==> config.mk <==
export PLATFORM = sky130hd
export DESIGN_NAME = cfgstat_reg
export DESIGN_NICKNAME = d
export VERILOG_FILES = /design/src/rtl/cfgstat_pkg.sv /design/src/rtl/cfgstat_wr_decode.sv /design/src/rtl/cfgstat_set_logic.sv /design/src/rtl/cfgstat_w1c_bit.sv /design/src/rtl/cfgstat_reg.sv
export SDC_FILE = /design/constraint.sdc
export NUM_CORES = 1
export LEC_CHECK = 0
export ABC_CLOCK_PERIOD_IN_PS = 1320
export BUFFER_PORTS_ARGS = -buffer_cell sky130_fd_sc_hd__buf_2
export CAP_MARGIN = 20
export CORE_ASPECT_RATIO = 1.1
export CORE_UTILIZATION = 34
export CTS_CLUSTER_SIZE = 28
export DETAILED_ROUTE_END_ITERATION = 7
export GPL_TIMING_DRIVEN = 0
export MAX_ROUTING_LAYER = met4
export PLACE_DENSITY_LB_ADDON = 0.25
export SLEW_MARGIN = 20
export SYNTH_ARGS = -nofsm -noshare
export SYNTH_HDL_FRONTEND = slang
export SYNTH_HIERARCHICAL = 1
export SYNTH_SLANG_ARGS = --single-unit
==> constraint.sdc <==
create_clock -name clk -period 1.32 [get_ports clk]
set_clock_uncertainty 0.2 [all_clocks]
set_input_delay 0.066 -clock clk [delete_from_list [all_inputs] [get_ports clk]]
set_output_delay 0.066 -clock clk [all_outputs]
set_load 0.02 [all_outputs]
==> src/rtl/cfgstat_pkg.sv <==
package cfgstat_pkg;

  localparam int unsigned STAT_W = 16;
  localparam int unsigned LANE_W = 8;
  localparam int unsigned LANES  = STAT_W / LANE_W;

  // bit positions whose meaning is fixed by the configuration header layout
  localparam int unsigned B_PAR_DET   = 15;
  localparam int unsigned B_SERR_SIG  = 14;
  localparam int unsigned B_MABORT    = 13;
  localparam int unsigned B_TABORT_RX = 12;
  localparam int unsigned B_TABORT_TX = 11;
  localparam int unsigned B_DPAR_RPT  = 8;
  localparam int unsigned B_INT_STAT  = 3;

  localparam logic [STAT_W-1:0] STICKY_MASK =
    (STAT_W'(1) << B_PAR_DET)   | (STAT_W'(1) << B_SERR_SIG)  |
    (STAT_W'(1) << B_MABORT)    | (STAT_W'(1) << B_TABORT_RX) |
    (STAT_W'(1) << B_TABORT_TX) | (STAT_W'(1) << B_DPAR_RPT);

  // constant bits: medium select timing (01b at 10:9), capability list at 4
  localparam logic [STAT_W-1:0] FIXED_VALUE = 16'h0210;

  typedef struct packed {
    logic addr_par;
    logic data_par;
    logic serr_sent;
    logic mst_abort;
    logic tgt_abort_rcvd;
    logic tgt_abort_sent;
    logic perr_seen;
    logic master_phase;
  } stat_ev_t;

  typedef struct packed {
    logic perr_en;
    logic serr_en;
  } stat_qual_t;

endpackage

==> src/rtl/cfgstat_wr_decode.sv <==
module cfgstat_wr_decode
  import cfgstat_pkg::*;
#(
  parameter int unsigned ADDR_W     = 8,
  parameter logic [ADDR_W-1:0] REG_OFFSET = 8'h06
) (
  input  logic              wr_en,
  input  logic              rd_en,
  input  logic [ADDR_W-1:0] offset,
  input  logic [LANES-1:0]  be,
  input  logic [STAT_W-1:0] wdata,
  output logic [STAT_W-1:0] clr_mask,
  output logic              rd_hit
);

  logic hit;
  logic [STAT_W-1:0] lane_mask;

  always_comb begin
    hit    = (offset == REG_OFFSET);
    rd_hit = rd_en & hit;
  end

  for (genvar l = 0; l < LANES; l++) begin : g_lane
    assign lane_mask[l*LANE_W +: LANE_W] = {LANE_W{be[l]}};
  end

  always_comb begin
    clr_mask = '0;
    if (wr_en && hit) begin
      clr_mask = wdata & lane_mask & STICKY_MASK;
    end
  end

endmodule

==> src/rtl/cfgstat_set_logic.sv <==
module cfgstat_set_logic
  import cfgstat_pkg::*;
(
  input  stat_ev_t          ev,
  input  stat_qual_t        qual,
  output logic [STAT_W-1:0] set_vec
);

  always_comb begin
    set_vec              = '0;
    set_vec[B_PAR_DET]   = ev.addr_par | ev.data_par;
    set_vec[B_SERR_SIG]  = ev.serr_sent & qual.serr_en;
    set_vec[B_MABORT]    = ev.mst_abort;
    set_vec[B_TABORT_RX] = ev.tgt_abort_rcvd;
    set_vec[B_TABORT_TX] = ev.tgt_abort_sent;
    set_vec[B_DPAR_RPT]  = ev.perr_seen & ev.master_phase & qual.perr_en;
  end

endmodule

==> src/rtl/cfgstat_w1c_bit.sv <==
module cfgstat_w1c_bit (
  input  logic clk,
  input  logic rst_n,
  input  logic set_i,
  input  logic clr_i,
  output logic q
);

  logic en;
  logic d;

  // set has priority over a same-cycle clear
  always_comb begin
    en = set_i | clr_i;
    d  = set_i;
  end

  always_ff @(posedge clk or negedge rst_n) begin
    if (!rst_n) begin
      q <= 1'b0;
    end else if (en) begin
      q <= d;
    end
  end

endmodule

==> src/rtl/cfgstat_reg.sv <==
module cfgstat_reg
  import cfgstat_pkg::*;
#(
  parameter int unsigned ADDR_W     = 8,
  parameter logic [ADDR_W-1:0] REG_OFFSET = 8'h06
) (
  input  logic              clk,
  input  logic              rst_n,
  input  logic              cfg_wr_en,
  input  logic              cfg_rd_en,
  input  logic [ADDR_W-1:0] cfg_offset,
  input  logic [LANES-1:0]  cfg_be,
  input  logic [STAT_W-1:0] cfg_wdata,
  output logic [STAT_W-1:0] cfg_rdata,
  input  logic              ev_addr_par,
  input  logic              ev_data_par,
  input  logic              ev_serr_sent,
  input  logic              ev_mst_abort,
  input  logic              ev_tgt_abort_rcvd,
  input  logic              ev_tgt_abort_sent,
  input  logic              ev_perr_seen,
  input  logic              bus_master_phase,
  input  logic              cmd_perr_en,
  input  logic              cmd_serr_en,
  input  logic              cmd_int_dis,
  input  logic              irq_req,
  output logic              int_pin
);

  stat_ev_t          ev;
  stat_qual_t        qual;
  logic [STAT_W-1:0] set_vec;
  logic [STAT_W-1:0] clr_mask;
  logic [STAT_W-1:0] stat_word;
  logic              rd_hit;
  logic              unused_bits;

  always_comb begin
    ev.addr_par       = ev_addr_par;
    ev.data_par       = ev_data_par;
    ev.serr_sent      = ev_serr_sent;
    ev.mst_abort      = ev_mst_abort;
    ev.tgt_abort_rcvd = ev_tgt_abort_rcvd;
    ev.tgt_abort_sent = ev_tgt_abort_sent;
    ev.perr_seen      = ev_perr_seen;
    ev.master_phase   = bus_master_phase;
    qual.perr_en      = cmd_perr_en;
    qual.serr_en      = cmd_serr_en;
  end

  cfgstat_wr_decode #(
    .ADDR_W     (ADDR_W),
    .REG_OFFSET (REG_OFFSET)
  ) i_wr_decode (
    .wr_en    (cfg_wr_en),
    .rd_en    (cfg_rd_en),
    .offset   (cfg_offset),
    .be       (cfg_be),
    .wdata    (cfg_wdata),
    .clr_mask (clr_mask),
    .rd_hit   (rd_hit)
  );

  cfgstat_set_logic i_set_logic (
    .ev      (ev),
    .qual    (qual),
    .set_vec (set_vec)
  );

  for (genvar i = 0; i < STAT_W; i++) begin : g_bit
    if (STICKY_MASK[i]) begin : g_sticky
      cfgstat_w1c_bit i_flag (
        .clk   (clk),
        .rst_n (rst_n),
        .set_i (set_vec[i]),
        .clr_i (clr_mask[i]),
        .q     (stat_word[i])
      );
    end else if (i == B_INT_STAT) begin : g_live
      assign stat_word[i] = irq_req;
    end else begin : g_fixed
      assign stat_word[i] = FIXED_VALUE[i];
    end
  end

  assign unused_bits = ^((set_vec | clr_mask) & ~STICKY_MASK);

  always_comb begin
    cfg_rdata = rd_hit ? stat_word : '0;
    int_pin   = irq_req & ~cmd_int_dis;
  end

endmodule

==> run_summary.xml <==
<?xml version="1.0" encoding="UTF-8"?>
<metrics>
  <group name="floorplan">
    <metric name="die_width" unit="µm">39.5</metric>
    <metric name="core_area" unit="µm²">1400</metric>
    <metric name="rows" unit="">14</metric>
    <metric name="num_io_pins" unit="">59</metric>
    <metric name="floorplan.die.height" unit="µm">43.3</metric>
    <metric name="initial_utilization" unit="">0.376</metric>
    <metric name="floorplan.die_area" unit="µm²">1710</metric>
  </group>
  <group name="setup_path">
    <metric name="required" unit="ns">1.05</metric>
    <metric name="crit_end_element" unit="">output pin</metric>
    <metric name="crit_type" unit="">in -&gt; out</metric>
    <metric name="r2r_cells" unit="">1</metric>
    <metric name="worstSetupStartpointType" unit="">input pin</metric>
    <metric name="timing.reg2reg.setup_slack" unit="ns">0.44</metric>
    <metric name="timing.critical_path.fanout_max" unit="">5</metric>
    <metric name="cp_data_arrival_time" unit="ns">1.36</metric>
  </group>
  <group name="outcome">
    <metric name="run_status" unit="">finished, violations left</metric>
    <metric name="violated_checks" unit="">negative setup slack</metric>
  </group>
  <group name="final_layout">
    <metric name="final_core_utilization" unit="">0.756</metric>
    <metric name="top_register" unit="">g_bit.g_sticky.i_flag/q</metric>
    <metric name="layout.filler_cells" unit="">105</metric>
    <metric name="flip_flop_count_of_the_largest_register_after_layout" unit="">6</metric>
    <metric name="regs_by_ff_count" unit="">g_bit.g_sticky.i_flag/q: 6 flops</metric>
    <metric name="finish.cell_count_without_fillers" unit="">139</metric>
    <metric name="finalNetCount" unit="">167</metric>
    <metric name="post_route_cells_drive_above_1_share" unit="">0.610</metric>
    <metric name="area_growth_syn_to_layout" unit="%">101</metric>
    <metric name="antenna-diode-count" unit="">0</metric>
  </group>
  <group name="drt">
    <metric name="drt_first_pass_iters" unit="">4</metric>
    <metric name="post_detailed_routing_wire_length" unit="µm">1580</metric>
    <metric name="vias_per_cell" unit="">4.55</metric>
    <metric name="antenna_left" unit="">0</metric>
    <metric name="dr.first_iter.drc_count" unit="">16</metric>
    <metric name="routed_wire_length_per_instance" unit="µm">11.3</metric>
    <metric name="drt_drc_violations_left" unit="">0</metric>
    <metric name="detailroute.via_count" unit="">632</metric>
  </group>
  <group name="power">
    <metric name="power.share.switching" unit="">0.257</metric>
    <metric name="static-leakage-power" unit="µW">0.000523</metric>
    <metric name="vdd.ir_drop.worst" unit="mV">0.431</metric>
    <metric name="p_per_area" unit="nW/µm²">483</metric>
    <metric name="internal_power" unit="µW">380</metric>
    <metric name="p_switching" unit="µW">132</metric>
    <metric name="seq_power_share" unit="">0.361</metric>
    <metric name="power.clock.fraction" unit="">0.323</metric>
    <metric name="power.share.combinational" unit="">0.315</metric>
  </group>
  <group name="timing">
    <metric name="final-max-slew-violation-count" unit="">0</metric>
    <metric name="postLayoutSetupSlackWorst" unit="ns">-0.304</metric>
    <metric name="finalHoldViolations" unit="">0</metric>
    <metric name="min_period" unit="ns">1.62</metric>
    <metric name="max_clock_freq" unit="MHz">616</metric>
    <metric name="grt_setup_unrepaired" unit="">yes</metric>
    <metric name="final_min_period_over_clock_period" unit="">1.23</metric>
    <metric name="final-setup-viol-count" unit="">15</metric>
  </group>
  <group name="grt">
    <metric name="grt_first_pass_wirelength" unit="µm">2320</metric>
    <metric name="grt_antenna_before_repair" unit="">0</metric>
    <metric name="grt_remaining_overflow" unit="">0</metric>
    <metric name="pin_count_of_the_biggest_net_entering_global_routing" unit="">7</metric>
    <metric name="first_global_vias" unit="">578</metric>
    <metric name="groute.usage.overall" unit="">0.206</metric>
  </group>
  <group name="place">
    <metric name="port_buffers" unit="">37</metric>
    <metric name="placed_cells" unit="">119</metric>
    <metric name="gpl.final_weighted_congestion" unit="">0.725</metric>
  </group>
  <group name="clock_network">
    <metric name="number_of_clock_sinks" unit="">6</metric>
    <metric name="cts-root-buf" unit="">clkbuf_4</metric>
    <metric name="clockBufferDepth" unit="">2</metric>
    <metric name="tritoncts_buffers" unit="">3</metric>
    <metric name="clkTransAtPathRegs" unit="ns">0.04</metric>
    <metric name="clock_network_latency_to_the_later_pin_of_the_worst_skew_pair" unit="ns">0.23</metric>
    <metric name="cts_tree" unit="">done</metric>
    <metric name="cts_max_level" unit="">1</metric>
  </group>
  <group name="flow_run">
    <metric name="max_cap_violations" unit="">0</metric>
  </group>
  <group name="synth">
    <metric name="syn-instance-count" unit="">60</metric>
    <metric name="synthesis.area_per_instance" unit="µm²">8.78</metric>
    <metric name="synth_area" unit="µm²">527</metric>
    <metric name="yosys_warnings" unit="">6</metric>
  </group>
  <group name="worst_hold_path">
    <metric name="worst_hold_path.num_cells" unit="">5</metric>
    <metric name="hold_path_class" unit="">in -&gt; reg</metric>
  </group>
</metrics>
placed cells by master, fill, tap and decap left out:
| cell type | count |
|---|---|
| and2_1 | 1 |
| or4b_4 | 2 |
| and2_4 | 7 |
| buf_2 | 26 |
| nand3_1 | 6 |
| and3_1 | 1 |
| buf_4 | 15 |
| conb_1 | 7 |
| a21o_1 | 6 |
| buf_6 | 14 |
| nor2b_1 | 1 |
| inv_1 | 7 |
| clkbuf_4 | 3 |
| nor3_2 | 4 |
| nor3_4 | 4 |
| or2_1 | 1 |
| dfrtp_1 | 6 |
| dlygate4sd3_1 | 12 |
through the flow:
step	hold WS [ns]	setup WS [ns]	power (µW)	cell area, µm²	setup TNS, ns
3_5_place_dp	-0.292	-0.454	302	781	-5.23
2_1_floorplan	-0.430	-0.166	254	576	-1.78
4_1_cts	0.0142	-0.296	515	1030	-2.75
5_1_grt	0.0227	-0.339	551	1060	-3.87
6_report	0.0232	-0.304	512	1060	-3.34
3_3_place_gp	-0.302	-0.449	300	781	-5.15
power by group through the flow:
stage                     registers [µW]  logic, µW  clock network, µW
after floorplan                      188       65.8                  0
after global placement               188        112                  0
after global routing                 185        175                192
after detailed placement             188        115                  0
final                                185        161                166
after CTS                            185        153                178
routing by layer:
| metal | routed length [µm] | share of wire | global-route usage |
|---|---|---|---|
| met5 | 0 | 0 | - |
| met1 | 555 | 0.35 | 0.207 |
| met2 | 927 | 0.59 | 0.384 |
| met3 | 93 | 0.059 | 0.0314 |
| met4 | 0 | 0 | 0.0621 |
layout make-up:
class	count	area, µm²	share of cell area
Inverter	7	26.3	0.0248
Sequential cell	6	150	0.142
Tap cell	16	20.0	0.0189
Buffer	12	90.1	0.0850
Multi-Input combinational cell	40	320	0.302
Timing Repair Buffer	55	430	0.406
Clock buffer	3	22.5	0.0213
timing repair:
| action | in CTS | in global routing |
|---|---|---|
| endpoints found under the setup margin | 9 | 15 |
| cloned | 1 | 0 |
| hold buffers | 12 | 0 |
| pin swaps | 9 | 2 |
| endpoints found under the hold margin | 12 | 0 |
| resized for setup | 26 | 6 |
| setup buffers | 3 | 3 |
final timing paths:
path                                                   from                     endpoint
worst min register to register  g_bit[12].g_sticky.i_flag/q  g_bit[12].g_sticky.i_flag/q
worst max-delay path                          cfg_offset[0]                 cfg_rdata[8]
worst max register to register  g_bit[14].g_sticky.i_flag/q  g_bit[14].g_sticky.i_flag/q
min in group asynchronous                             rst_n  g_bit[11].g_sticky.i_flag/q
max in group asynchronous                             rst_n  g_bit[13].g_sticky.i_flag/q
worst min-delay path                          cfg_wdata[12]  g_bit[12].g_sticky.i_flag/q
critical path, stage by stage:
cell    delay [ns]
buf_6         0.09
or4b_4        0.58
nor3_4        0.31
and2_4        0.20
buf_6         0.11
Note: power is estimated with default switching activity, not from simulation.
